File: src/rtl/seq_pkg.sv
// Shared types for the DAC word sequencer.
// Assumes: a pointer byte's top three bits carry the opcode.
package seq_pkg;

    // Transaction phase of the sequencer.
    typedef enum logic [1:0] {
        SQ_IDLE = 2'd0,   // between STOP and START
        SQ_PTR  = 2'd1,   // next written byte is a pointer
        SQ_DATA = 2'd2,   // high/low pairs being received
        SQ_HOLD = 2'd3    // refusing bytes until START or STOP
    } sq_mode_t;

    // Classification of a pointer byte.
    typedef enum logic [1:0] {
        PK_BAD     = 2'd0,
        PK_CHAN    = 2'd1,
        PK_RST_ALL = 2'd2,
        PK_RST_ONE = 2'd3
    } ptr_kind_t;

    localparam logic [2:0] OP_CHAN    = 3'b000;
    localparam logic [2:0] OP_RST_ALL = 3'b100;
    localparam logic [2:0] OP_RST_ONE = 3'b010;

endpackage

File: src/rtl/seq_ptr_decode.sv
// Pointer byte classifier.
// Takes a pointer byte and reports its kind and channel.
// Assumes: NCH <= 32. Channel bits sit at the bottom of the low five bits
// and every low bit above them must be zero.
module seq_ptr_decode
    import seq_pkg::*;
#(
    parameter int NCH = 8,
    localparam int PW = (NCH > 1) ? $clog2(NCH) : 1
) (
    input  logic [7:0]    ptr_byte,
    output ptr_kind_t     kind,
    output logic [PW-1:0] ch
);

    logic in_range;

    // Channel field must name an existing channel, with spare low bits at zero.
    always_comb begin
        in_range = ({27'd0, ptr_byte[4:0]} < NCH);
        ch       = ptr_byte[PW-1:0];
    end

    // Opcode decode of the top three bits.
    always_comb begin
        kind = PK_BAD;
        if (in_range) begin
            case (ptr_byte[7:5])
                OP_CHAN:    kind = PK_CHAN;
                OP_RST_ALL: kind = PK_RST_ALL;
                OP_RST_ONE: kind = PK_RST_ONE;
                default:    kind = PK_BAD;
            endcase
        end
    end

endmodule

File: src/rtl/seq_read_mux.sv
// Read byte selector.
// Picks the high or low byte of the pointed channel's staging code.
// Assumes: 9 <= CW <= 16. The high byte carries code bits above 7 with all
// other bits zero. A pointer past the bank returns zero.
module seq_read_mux #(
    parameter int NCH = 8,
    parameter int CW  = 10,
    localparam int PW = (NCH > 1) ? $clog2(NCH) : 1,
    localparam int HW = CW - 8
) (
    input  logic [NCH*CW-1:0] stg_q,
    input  logic [PW-1:0]     ch,
    input  logic              past_end,
    input  logic              low_sel,
    output logic [7:0]        rd_byte
);

    logic [CW-1:0] codes [NCH];

    // Unpack the flat staging bus into one code per channel.
    generate
        for (genvar g = 0; g < NCH; g++) begin : g_unpack
            assign codes[g] = stg_q[g*CW +: CW];
        end
    endgenerate

    logic [CW-1:0] sel_code;

    // Choose the byte to return.
    always_comb begin
        sel_code = codes[ch];
        if (past_end)
            rd_byte = 8'h00;
        else if (low_sel)
            rd_byte = sel_code[7:0];
        else
            rd_byte = {{(8-HW){1'b0}}, sel_code[CW-1:8]};
    end

endmodule

File: src/rtl/dac_word_sequencer.sv
// DAC word sequencer.
// Reads the pointer byte, builds high/low pairs into channel codes,
// strobes staging writes, auto-increments the pointer, serves reads and
// decides the acknowledge bit for each byte.
// Assumes: start_evt, stop_evt, byte_valid and rd_req are single-cycle pulses.
// START or STOP wins if it arrives in the same cycle as a byte.
module dac_word_sequencer
    import seq_pkg::*;
#(
    parameter int NCH = 8,
    parameter int CW  = 10,
    localparam int PW = (NCH > 1) ? $clog2(NCH) : 1,
    localparam int HW = CW - 8
) (
    input  logic              clk,
    input  logic              rst_n,
    input  logic              start_evt,
    input  logic              stop_evt,
    input  logic              byte_valid,
    input  logic [7:0]        byte_data,
    input  logic              rd_req,
    input  logic [NCH*CW-1:0] stg_q,
    output logic              ack_vld,
    output logic              ack,
    output logic              rd_vld,
    output logic [7:0]        rd_data,
    output logic              stg_we,
    output logic [PW-1:0]     stg_ch,
    output logic [CW-1:0]     stg_code,
    output logic              stg_upd,
    output logic              rst_all,
    output logic              rst_one,
    output logic [PW-1:0]     rst_ch
);

    localparam logic [PW-1:0] LAST_CH = PW'(NCH - 1);

    sq_mode_t      mode_q;
    logic [PW-1:0] ptr_q;
    logic          past_end_q;
    logic          low_q;       // 1: next byte is the low byte
    logic [HW-1:0] hold_code_q;
    logic          hold_upd_q;

    ptr_kind_t     pk;
    logic [PW-1:0] pk_ch;
    logic [7:0]    rd_byte;

    seq_ptr_decode #(.NCH(NCH)) u_dec (
        .ptr_byte (byte_data),
        .kind     (pk),
        .ch       (pk_ch)
    );

    seq_read_mux #(.NCH(NCH), .CW(CW)) u_rmux (
        .stg_q    (stg_q),
        .ch       (ptr_q),
        .past_end (past_end_q),
        .low_sel  (low_q),
        .rd_byte  (rd_byte)
    );

    // Main sequencer: transaction phase, pointer, pair assembly and output pulses.
    always_ff @(posedge clk) begin
        if (!rst_n) begin
            mode_q      <= SQ_IDLE;
            ptr_q       <= '0;
            past_end_q  <= 1'b0;
            low_q       <= 1'b0;
            hold_code_q <= '0;
            hold_upd_q  <= 1'b0;
            ack_vld     <= 1'b0;
            ack         <= 1'b0;
            rd_vld      <= 1'b0;
            rd_data     <= 8'h00;
            stg_we      <= 1'b0;
            stg_ch      <= '0;
            stg_code    <= '0;
            stg_upd     <= 1'b0;
            rst_all     <= 1'b0;
            rst_one     <= 1'b0;
            rst_ch      <= '0;
        end else begin
            ack_vld <= 1'b0;
            rd_vld  <= 1'b0;
            stg_we  <= 1'b0;
            rst_all <= 1'b0;
            rst_one <= 1'b0;
            if (start_evt) begin
                mode_q <= SQ_PTR;
                low_q  <= 1'b0;
            end else if (stop_evt) begin
                mode_q <= SQ_IDLE;
                low_q  <= 1'b0;
            end else if (byte_valid) begin
                ack_vld <= 1'b1;
                ack     <= 1'b0;
                case (mode_q)
                    SQ_PTR: begin
                        if (pk == PK_BAD) begin
                            mode_q <= SQ_HOLD;
                        end else begin
                            ack        <= 1'b1;
                            mode_q     <= SQ_DATA;
                            ptr_q      <= pk_ch;
                            past_end_q <= 1'b0;
                            low_q      <= 1'b0;
                            rst_all    <= (pk == PK_RST_ALL);
                            rst_one    <= (pk == PK_RST_ONE);
                            rst_ch     <= pk_ch;
                        end
                    end
                    SQ_DATA: begin
                        if (!past_end_q) begin
                            ack <= 1'b1;
                            if (!low_q) begin
                                hold_code_q <= byte_data[HW-1:0];
                                hold_upd_q  <= byte_data[7];
                                low_q       <= 1'b1;
                            end else begin
                                stg_we   <= 1'b1;
                                stg_ch   <= ptr_q;
                                stg_code <= {hold_code_q, byte_data};
                                stg_upd  <= hold_upd_q;
                                low_q    <= 1'b0;
                                if (ptr_q == LAST_CH)
                                    past_end_q <= 1'b1;
                                else
                                    ptr_q <= ptr_q + 1'b1;
                            end
                        end
                    end
                    default: ack <= 1'b0;
                endcase
            end else if (rd_req) begin
                rd_vld  <= 1'b1;
                rd_data <= rd_byte;
                if (!low_q) begin
                    low_q <= 1'b1;
                end else begin
                    low_q <= 1'b0;
                    if (ptr_q == LAST_CH)
                        past_end_q <= 1'b1;
                    else
                        ptr_q <= ptr_q + 1'b1;
                end
            end
        end
    end

    // Acknowledge decisions only answer a received byte.
    assert_ack_follows_byte_R10: assert property (@(posedge clk) disable iff (!rst_n)
        ack_vld |-> $past(byte_valid));

    // A staging write is always an acknowledged low byte.
    assert_commit_acked_R6: assert property (@(posedge clk) disable iff (!rst_n)
        stg_we |-> (ack_vld && ack));

    // A commit only happens when a high byte was already held.
    assert_commit_after_high_R8: assert property (@(posedge clk) disable iff (!rst_n)
        stg_we |-> $past(low_q));

    // The two reset requests never fire together.
    assert_reset_exclusive_R3: assert property (@(posedge clk) disable iff (!rst_n)
        !(rst_all && rst_one));

    // Reset requests only come from a pointer byte.
    assert_reset_from_pointer_R4: assert property (@(posedge clk) disable iff (!rst_n)
        (rst_all || rst_one) |-> $past(mode_q == SQ_PTR));

    // Bytes that arrive while refusing are never acknowledged.
    assert_hold_refuses_R5: assert property (@(posedge clk) disable iff (!rst_n)
        (ack_vld && $past(mode_q == SQ_HOLD)) |-> !ack);

    // Read data only answers a request.
    assert_read_follows_req_R9: assert property (@(posedge clk) disable iff (!rst_n)
        rd_vld |-> $past(rd_req));

    // The high read byte carries only code bits above bit 7.
    assert_high_byte_upper_zero_R9: assert property (@(posedge clk) disable iff (!rst_n)
        (rd_vld && !$past(low_q)) |-> ((rd_data >> HW) == 8'h00));

    // No strobe once the end of the bank has been reached.
    assert_no_write_past_end_R7: assert property (@(posedge clk) disable iff (!rst_n)
        (byte_valid && !start_evt && !stop_evt && past_end_q && mode_q == SQ_DATA) |=> !stg_we);

endmodule

File: config.mk
export PLATFORM = sky130hd
export DESIGN_NAME = dac_word_sequencer
export DESIGN_NICKNAME = d
export VERILOG_FILES = /design/src/rtl/seq_pkg.sv /design/src/rtl/seq_ptr_decode.sv /design/src/rtl/seq_read_mux.sv /design/src/rtl/dac_word_sequencer.sv
export SDC_FILE = /design/constraint.sdc
export NUM_CORES = 1
export LEC_CHECK = 0
export CAP_MARGIN = 25
export CORE_MARGIN = 2
export CORE_UTILIZATION = 35
export DETAILED_ROUTE_END_ITERATION = 10
export PLACE_DENSITY_LB_ADDON = 0.3
export SYNTH_ARGS = -nofsm -noshare
export SYNTH_HDL_FRONTEND = slang
export SYNTH_SLANG_ARGS = --single-unit
File: constraint.sdc
create_clock -name clk -period 1.69 [get_ports clk]
set_input_delay 0.507 -clock clk [delete_from_list [all_inputs] [get_ports clk]]
set_output_delay 0.507 -clock clk [all_outputs]
set_load 0.01 [all_outputs]
After elaboration in Yosys (flattened, before gate mapping)
Cells that the tools add are included.
{"block": "word_totals", "inputBits": 94, "rom_bits": 0, "latch_bits": 0, "elab_cells": 101, "mem_count": 0, "ramBits": 0, "reg_bits": 41, "out_inout_bits": 31}
{"block": "classes", "reduce_logical": 21, "add_sub_neg": 1, "magnitude_cmp": 2, "multipliers": 0, "shift": 0, "div_mod_pow": 0, "bitwise": 10, "muxes": 39, "eq_ne": 10}
{"op": "$bmux 10 s3", "count": 1}
{"op": "$mux 1", "count": 22}
{"op": "$mux 10", "count": 2}
{"op": "$mux 3", "count": 6}
{"op": "$reduce_and 6->1", "count": 3}
{"op": "$mux 8", "count": 2}
{"op": "$reduce_or 6->1", "count": 2}
{"op": "$not 1->1", "count": 9}
{"op": "$reduce_and 4->1", "count": 2}
{"op": "$reduce_and 7->1", "count": 1}
{"op": "$eq 2x2->1 const B", "count": 3}
{"op": "$eq 3x3->1 const B", "count": 2}
{"op": "$ne 3x3->1 const B", "count": 2}
{"op": "$pmux 1 s2", "count": 3}
{"op": "$pmux 2 s3", "count": 1}
{"op": "$pmux 3 s2", "count": 1}
{"op": "$reduce_bool 2->1", "count": 3}
{"op": "$reduce_bool 3->1", "count": 2}
{"op": "$lt 5x4->1 const B", "count": 1}
{"op": "$reduce_and 5->1", "count": 1}
{"op": "$ge 4x4->1 const B", "count": 1}
{"op": "$not 3->4", "count": 1}
{"op": "$reduce_and 2->1", "count": 2}
{"op": "$reduce_or 4->1", "count": 1}
{"op": "other kinds (9)", "count": 9}

Depth between registers and ports, before layout
Gate-level depths: netlist of the first run.
{"block": "depth", "ltp_word": 9, "depth_mapped": 7, "ltp_nobuf": 6}

Hierarchy
Synthesis of the first run repeated with hierarchy kept, for this count alone.
{"block": "hier_totals", "hier_cells": 242, "area_unflattened_um2": 2402.3}
{"module": "dac_word_sequencer", "seq_area_each_um2": 820.8, "instances": 1, "cells_each": 181, "area_per_inst_um2": 1657.8}
{"module": "seq_read_mux", "seq_area_each_um2": 0.0, "instances": 1, "cells_each": 55, "area_per_inst_um2": 694.4}
{"module": "seq_ptr_decode", "seq_area_each_um2": 0.0, "instances": 1, "cells_each": 6, "area_per_inst_um2": 50.0}

Worst setup path before layout of the first run
OpenSTA, ideal clock, no wires.
{"block": "synth_path", "kind": "input port to flip-flop", "from": "input byte_data[5]", "to": "register low_q", "path_buffers": 0, "setup_ps": 70, "stages": 4, "path_slack_ps": 78, "arrival_ps": 1542, "required_time_ps": 1620, "cell_sequence": "and4bb_4 -> a211oi_4 -> or4_1 -> a21oi_1"}
{"block": "synth_between", "elab_chain_len": 6, "word_cells_on_any_way": 8, "classes_between": "3 x eq/ne; 2 x mux; 3 x reduce/logical"}
{"element": "from (decl)", "line_no": "dac_word_sequencer.sv:20", "rtl": "input logic [7:0] byte_data,"}
{"element": "$eq 3x2->1 (tied with other cells)", "line_no": "seq_ptr_decode.sv:28", "rtl": "case (ptr_byte[7:5])"}
{"element": "$pmux 2 s3 (*)", "line_no": "seq_ptr_decode.sv:28"}
{"element": "$mux 2 (*)", "line_no": "seq_ptr_decode.sv:27", "rtl": "if (in_range) begin"}
{"element": "$logic_not 2->1 (*)", "line_no": "dac_word_sequencer.sv:100", "rtl": "if (pk == PK_BAD) begin"}
{"element": "$ne 3x3->1 (no line) (*)"}
{"element": "$reduce_and 4->1 (no line) (*)"}
{"element": "to (signal assigned)", "line_no": "dac_word_sequencer.sv:94", "rtl": "low_q <= 1'b0;"}
{"element": "to (signal assigned)", "line_no": "dac_word_sequencer.sv:107", "rtl": "low_q <= 1'b0;"}
{"element": "to (signal assigned)", "line_no": "dac_word_sequencer.sv:119", "rtl": "low_q <= 1'b1;"}
{"element": "to (decl)", "line_no": "dac_word_sequencer.sv:41", "rtl": "logic low_q;"}
Mark *: on every way between the ends. The rest lies on a longest branch, timed or not.
A chain may end at the register's enable or synchronous reset.

Worst setup path in the final report of the first run
{"block": "layout_path", "from": "register stg_code[5]", "to": "output stg_code[5]"}
{"element": "from (decl)", "line_no": "dac_word_sequencer.sv:29", "rtl": "output logic [CW-1:0] stg_code,"}
{"element": "from (signal assigned)", "line_no": "dac_word_sequencer.sv:123", "rtl": "stg_code <= {hold_code_q, byte_data};"}
No word-level cell between the ends.

==> results.py, run 1 <==
metrics = {
    "floorplan": {
        "num_io_pins": 125,
        "die_h_um": 84.5,
        "die_area_um2": 7140,
        "core_area_um2": 6310,
        "start_util_pct": 35.9,
        "fp.dieW_um": 84.5,
        "core.rowCount": 29,
    },
    "layout": {
        "syn2layout_area_growth_pct": 78.8,
        "diodes": 0,
        "final_nets": 456,
        "drive_gt1_share_pct": 22.8,
        "final_area_um2": 4060,
    },
    "setup_path": {
        "path_cells": "clkdlybuf4s50_1",
        "cpPeakStageDelay_ns": 0.53,
        "cp_max_fo": 2,
        "required_ns": 1.18,
        "crit_start": "stg_code[5]",
        "critPathTopFamily": "buffers and inverters",
        "reg2reg_from": "mode_q[0]",
        "criticalPathCategory": "flop to output port",
        "path_depth": 1,
        "crit_arrival_ns": 1.15,
        "worstSetupEndpoint": "stg_code[5]",
        "worst_setup_path_end_kind": "output port",
        "critPathSlowestCell": "clkdlybuf4s50_1",
        "setup.worst_path.start_class": "flop",
        "reg2reg_to": "ptr_q[2]",
        "r2r_cells": 7,
        "critPathBufInv": 1,
        "r2r_setup_slack_ns": 0.05,
    },
    "clock_tree": {
        "cts_root_buffer": "clkbuf_8",
        "path_clk_slew_ns": 0.08,
        "cts_buffers": 5,
        "clock-sinks": 41,
        "clock_path_buffers": 2,
        "tritoncts": "done",
        "cts_hold_buf": 0,
        "clk-insertion-delay-late_ns": 0.29,
        "htreeDepth": 2,
    },
    "yosys": {
        "synth_nets": 302,
        "synth.most_common_cell": "dfxtp_1",
        "synth_seq_cells": 41,
        "async_flop_share_pct": 0,
        "synth_top_area_share_pct": 36.2,
        "synth_area_leaders": "dfxtp_1 (36%), mux4_2 (20%), mux2i_1 (13%), nor2_1 (4.3%), nand2_1 (1.8%)",
        "avgSynthCellArea_um2": 11.1,
        "ys_warn_count": 0,
        "syn-cell-area_um2": 2270,
        "seq_area_frac_synth_pct": 36.2,
        "syn_inst": 205,
        "synthFlopType": "dfxtp_1",
        "ys_types": 42,
        "synth_edf_count": 0,
        "yosysTopAreaCell": "dfxtp_1",
        "ys_top_cells_by_count": "dfxtp_1 (41), mux2i_1 (30), nor2_1 (26)",
    },
    "route": {
        "wl_per_cell_um": 16.3,
        "vias_per_cell": 5.13,
        "vias": 2240,
        "routed_wl_um": 7100,
        "dr.pass1.iters": 4,
        "antenna_left": 0,
        "drt_iter0_markers": 119,
        "drc": 0,
    },
    "pwr": {
        "ir_drop_uv": 514,
        "p_total_w": 0.00205,
        "p_leak_nw": 1.96,
        "power-per-cell-area_nw_per_um2": 505,
    },
    "sta": {
        "max_freq_ghz": 0.602,
        "slew_violations": 0,
        "fin_ws_ns": 0.0289,
        "fin_crit_ns": 1.66,
        "skew_ns": 0.00666,
        "setup_viol": 0,
        "timing.final.crit_share_pct": 98.3,
        "tightestPinTransition_ns": 0.346,
        "fin_setup_tns_ns": 0,
        "hold_viol": 0,
        "max_slew_margin_pct": 76.9,
    },
    "global_routing": {
        "antenna_found_initial": 0,
        "grt_pass1_vias": 2202,
        "grt_pass1_wl_um": 11100,
        "grt_max_degree": 25,
        "grt_usage_pct": 19.4,
        "grt-ovfl-total": 0,
    },
    "min_path": {
        "worstHoldPathType": "flop to flop",
    },
    "placed_design": {
        "place_worst_setup_slack_ns": -0.452,
        "dpl-instance-area_um2": 3780,
        "place_hpwl_um": 5370,
        "port_buffers": 124,
        "gp_congestion": 0.825,
    },
    "outcome": {
        "status": "completed",
    },
    "run": {
        "drv_cap": 0,
    },
}
-- tightest hold or removal path: cells and delay by family, from the launching register on --
kind	cells	cell delay [ns]
DFF	1	0.32
AOI/OAI and AO/OA	1	0.05
and+or+nand+nor	1	0.04
-- cell families after synthesis --
| family | after synthesis | synth area share (%) |
|---|---|---|
| multiplexers | 50 | 33.1 |
| AND/OR/NAND/NOR | 63 | 15.6 |
| adder cells (fa/ha/maj) | 3 | 1.65 |
| AO/OA/AOI/OAI | 30 | 9.65 |
| flip-flops | 41 | 36.2 |
| buffers and inverters | 18 | 3.86 |
-- what timing repair did --
item	in CTS	in global routing
pin swaps	5	10
cloned	2	0
endpoints found under the setup margin	29	49
endpoints found under the hold margin	0	0
resized for setup	18	35
setup buffers	2	3
-- how the worst min path moves through the flow --
stage                endpoint  cells after the start  slack [ns]      startpoint
5_1_grt            rd_data[4]                      2        0.49      rd_data[4]
2_1_floorplan  hold_code_q[0]                      2        0.46  hold_code_q[0]
3_3_place_gp       rd_data[6]                      2        0.44      rd_data[6]
4_1_cts            rd_data[4]                      2        0.46      rd_data[4]
3_5_place_dp       rd_data[2]                      2        0.44      rd_data[2]
6_report           rd_data[2]                      2        0.45      rd_data[2]
-- placed cells by master, fill, tap and decap left out, drive strengths merged --
cell type / netlist / routed
clkdlybuf4s50: 0 / 91
nor4: 1 / 1
o211a: 1 / 1
a211oi: 2 / 3
and3b: 3 / 3
nand4: 2 / 2
o21ai: 9 / 9
and4bb: 1 / 1
nand2: 11 / 11
and3: 3 / 3
o221ai: 2 / 2
nor3b: 2 / 2
mux2i: 30 / 30
nand3: 3 / 3
ha: 3 / 3
dlygate4sd2: 0 / 13
nand2b: 1 / 1
nand4bb: 1 / 1
nor2: 26 / 26
inv: 4 / 4
nand3b: 2 / 2
or4: 1 / 1
mux4: 20 / 20
a21oi: 9 / 9
dlymetal6s2s: 0 / 20
a21o: 1 / 1
nand4b: 1 / 1
clkinv: 0 / 2
o221a: 2 / 2
and4b: 1 / 1
dfxtp: 41 / 41
a21boi: 1 / 1
a311oi: 1 / 1
nor3: 2 / 2
a21bo: 1 / 1
buf: 10 / 36
o31ai: 1 / 1
and2b: 2 / 2
clkbuf: 4 / 6
-- registers in the layout (all words and copies together) (netlist names) --
name and flops:
ack 1, ack_vld 1, hold_code_q 2, hold_upd_q 1, low_q 1, mode_q 2
past_end_q 1, ptr_q 3, rd_data 8, rd_vld 1, rst_all 1, rst_ch 3
rst_one 1, stg_ch 3, stg_code 10, stg_upd 1, stg_we 1
-- metal layers --
metal	up-vias	track usage (%)	part of all wire, %
li1	1084	-	-
met1	1067	23.4	41
met2	79	33.9	51
met3	10	4.62	5.5
met4	0	6.49	2.1
met5	-	0	0
-- area by class of cell --
type	count	area, µm²
inverter	4	15.0
multi-input combinational	147	1430
sequential	41	827
clock buffer	6	72.6
tap	77	96.3
fill	512	2260
timing repair buffer	160	1600
clock inverter	2	10.0
-- power breakdown --
part	switching (W)	leakage (nW)	internal, W
clock network	0.000338	0.0450	0.000287
logic	0.000138	1.59	0.000308
registers	0.00000716	0.332	0.000971
total	0.000483	1.96	0.00157
-- stage by stage --
stage / hold slack, ns / utilization [%] / std cells
floorplan: 0.460 / - / 205
global placement: 0.436 / 59.9 / 422
finish: 0.449 / 64.2 / 437
detailed placement: 0.442 / 59.9 / 422
global route: 0.486 / 64.2 / 437
CTS: 0.456 / 62.2 / 434
No activity file was read; power rests on OpenSTA's default activity.
==> run 2, diff against run 1 <==
--- a/config.mk
+++ b/config.mk
@@ -7,9 +7,12 @@
 export LEC_CHECK = 0
 export CAP_MARGIN = 25
 export CORE_MARGIN = 2
-export CORE_UTILIZATION = 35
+export CORE_UTILIZATION = 36
 export DETAILED_ROUTE_END_ITERATION = 10
 export PLACE_DENSITY_LB_ADDON = 0.3
+export SKIP_CTS_REPAIR_TIMING = 1
+export SLEW_MARGIN = 20
 export SYNTH_ARGS = -nofsm -noshare
 export SYNTH_HDL_FRONTEND = slang
+export SYNTH_HIERARCHICAL = 1
 export SYNTH_SLANG_ARGS = --single-unit
==> results.py, run 2 <==
metrics = {
    "yosys": {
        "ys_types": 43,
        "yosysTopAreaCell": "dfxtp_1",
        "avgSynthCellArea_um2": 9.93,
        "syn-cell-area_um2": 2400,
        "ys_top_cells_by_count": "dfxtp_1 (41), nor2_1 (37), mux2i_1 (32)",
        "synth_edf_count": 0,
        "synth_top_area_share_pct": 34.2,
        "synth_nets": 339,
        "synthFlopType": "dfxtp_1",
        "seq_area_frac_synth_pct": 34.2,
        "async_flop_share_pct": 0,
        "ys_warn_count": 6,
        "syn_inst": 242,
        "synth.most_common_cell": "dfxtp_1",
        "synth_area_leaders": "dfxtp_1 (34%), mux4_2 (15%), mux2i_1 (13%), nor2_1 (5.8%), nand2_1 (4.1%)",
        "synth_seq_cells": 41,
    },
    "run": {
        "drv_cap": 0,
    },
    "clock_tree": {
        "cts_root_buffer": "clkbuf_8",
        "clk-insertion-delay-late_ns": 0.30,
        "path_clk_slew_ns": 0.08,
        "htreeDepth": 2,
        "clock-sinks": 41,
        "clock_path_buffers": 2,
        "cts_buffers": 5,
        "tritoncts": "done",
    },
    "floorplan": {
        "start_util_pct": 37.6,
        "die_h_um": 85.7,
        "fp.dieW_um": 85.7,
        "core_area_um2": 6390,
        "die_area_um2": 7340,
        "core.rowCount": 29,
        "num_io_pins": 125,
    },
    "layout": {
        "final-instance-count-excl-fill": 474,
        "syn2layout_area_growth_pct": 76.9,
        "diodes": 0,
        "final_nets": 493,
        "mostFrequentLayoutCell": "clkdlybuf4s50_1",
        "drive_gt1_share_pct": 21.9,
        "multiInputGateArea_um2": 1500,
        "final_util_pct": 66.5,
        "largest-register": "stg_code",
        "seqCellArea_um2": 823,
        "nFillCells": 548,
        "layout_common_cells": "clkdlybuf4s50_1 (90), dfxtp_1 (39), nor2_1 (37), buf_4 (34), dlymetal6s2s_1 (32)",
        "reg_top3": "stg_code x10, rd_data x8",
        "largest_reg_flops": 10,
    },
    "min_path": {
        "worstHoldPathType": "flop to flop",
        "min_delay_path_depth": 2,
    },
    "setup_path": {
        "r2r_cells": 7,
        "critPathSlowestCell": "nor4_2",
        "setup.worst_path.start_class": "input pin",
        "worst_setup_path_end_kind": "flop",
        "crit_arrival_ns": 1.86,
        "required_ns": 1.87,
        "path_cells": "buf_4 -> xnor2_2 -> nor4_2 -> buf_4 -> nor3b_2 -> o21ai_2 -> buf_6 -> o2111a_1 -> o22ai_1",
        "cpPeakStageDelay_ns": 0.24,
        "criticalPathCategory": "input pin to flop",
        "cp_max_fo": 4,
        "path_common_cell": "buf_4",
    },
    "route": {
        "vias_per_cell": 5.15,
        "dr.pass1.iters": 4,
        "drc": 0,
        "vias": 2442,
        "drt_iter0_markers": 89,
        "routed_wl_um": 7980,
        "antenna_left": 0,
        "wl_per_cell_um": 16.8,
    },
    "sta": {
        "max_slew_margin_pct": 78.7,
        "tightestPinTransition_ns": 0.315,
        "max_freq_ghz": 0.594,
        "fin_setup_tns_ns": 0,
        "rsz0062_at_grt": "yes",
        "hold_viol": 0,
        "skew_ns": 0.00261,
        "timing.final.crit_share_pct": 99.5,
        "setup_viol": 0,
        "fin_crit_ns": 1.68,
        "hold_ws_ns": 0.453,
        "slew_violations": 0,
    },
    "pwr": {
        "ir_drop_uv": 657,
        "p_leak_nw": 2.15,
        "p_total_w": 0.00240,
        "power-per-cell-area_nw_per_um2": 565,
    },
    "global_routing": {
        "grt-ovfl-total": 0,
        "grt_pass1_vias": 2445,
        "antenna_found_initial": 0,
        "grt_usage_pct": 20.5,
        "grt_pass1_wl_um": 11800,
        "grt_max_degree": 26,
    },
    "placed_design": {
        "port_buffers": 124,
        "place_hpwl_um": 6050,
        "gp_congestion": 0.834,
        "dp_cells": 457,
    },
    "outcome": {
        "status": "completed",
    },
}
-- run 2: cell types whose count changed after synthesis, moves of 4 or more --
| cell | previous run | this run |
|---|---|---|
| buf_2 | 7 | 1 |
| buf_6 | 0 | 5 |
| mux4_2 | 20 | 16 |
| nand2_1 | 11 | 26 |
| nor2_1 | 26 | 37 |
-- run 2: power by group --
part           switching [W]  total (W)  internal (W)
combinational       0.000157   0.000482      0.000326
clock               0.000352   0.000938      0.000587
sequential        0.00000655   0.000979      0.000972
-- run 2: per-layer routing --
layer	vias up	global-route usage (%)	part of all wire (%)
met4	0	6.64	2.0
met2	68	36.2	54
met1	1174	24.7	39
met5	-	0	0
li1	1185	-	-
met3	15	4.62	4.7
-- run 2: path summary, 6_finish.rpt --
check | from | endpoint | slack, ns
max | byte_data[7] | ptr_q[0] | 0.008
min | rd_data[3] | rd_data[3] | 0.45
max reg2reg | ptr_q[0] | rd_data[7] | 0.05
min reg2reg | rd_data[3] | rd_data[3] | 0.45
-- run 2: critical path, delay by kind of cell --
| kind | cells | cell delay (ns) |
|---|---|---|
| simple gates | 2 | 0.29 |
| compound gates | 3 | 0.46 |
| xor+xnor | 1 | 0.14 |
| buf+inv | 3 | 0.46 |
-- run 2: stage by stage --
stage	cell area, µm²	worst slack (ns)
after floorplan	2420	-0.228
after global placement	3890	-0.529
after detailed placement	3890	-0.565
after CTS	4030	-0.258
after global routing	4250	-0.0769
final	4250	0.00764
-- run 2: cells by family after synthesis --
family | synth area share (%)
AND/OR/NAND/NOR | 17.7
adder cells (fa/ha/maj) | 1.56
flip-flops | 34.2
buffers and inverters | 6.15
XOR/XNOR | 0.365
multiplexers | 31.5
AO/OA/AOI/OAI | 8.65
-- run 2: layout make-up --
type | instances | share of cell area [%]
repair buffers | 163 | 39.3
clock inverters | 3 | 1.53
inverters | 6 | 0.530
multi-input cells | 179 | 35.4
clock buffers | 5 | 1.62
flip-flops and latches | 41 | 19.4
well taps | 77 | 2.27
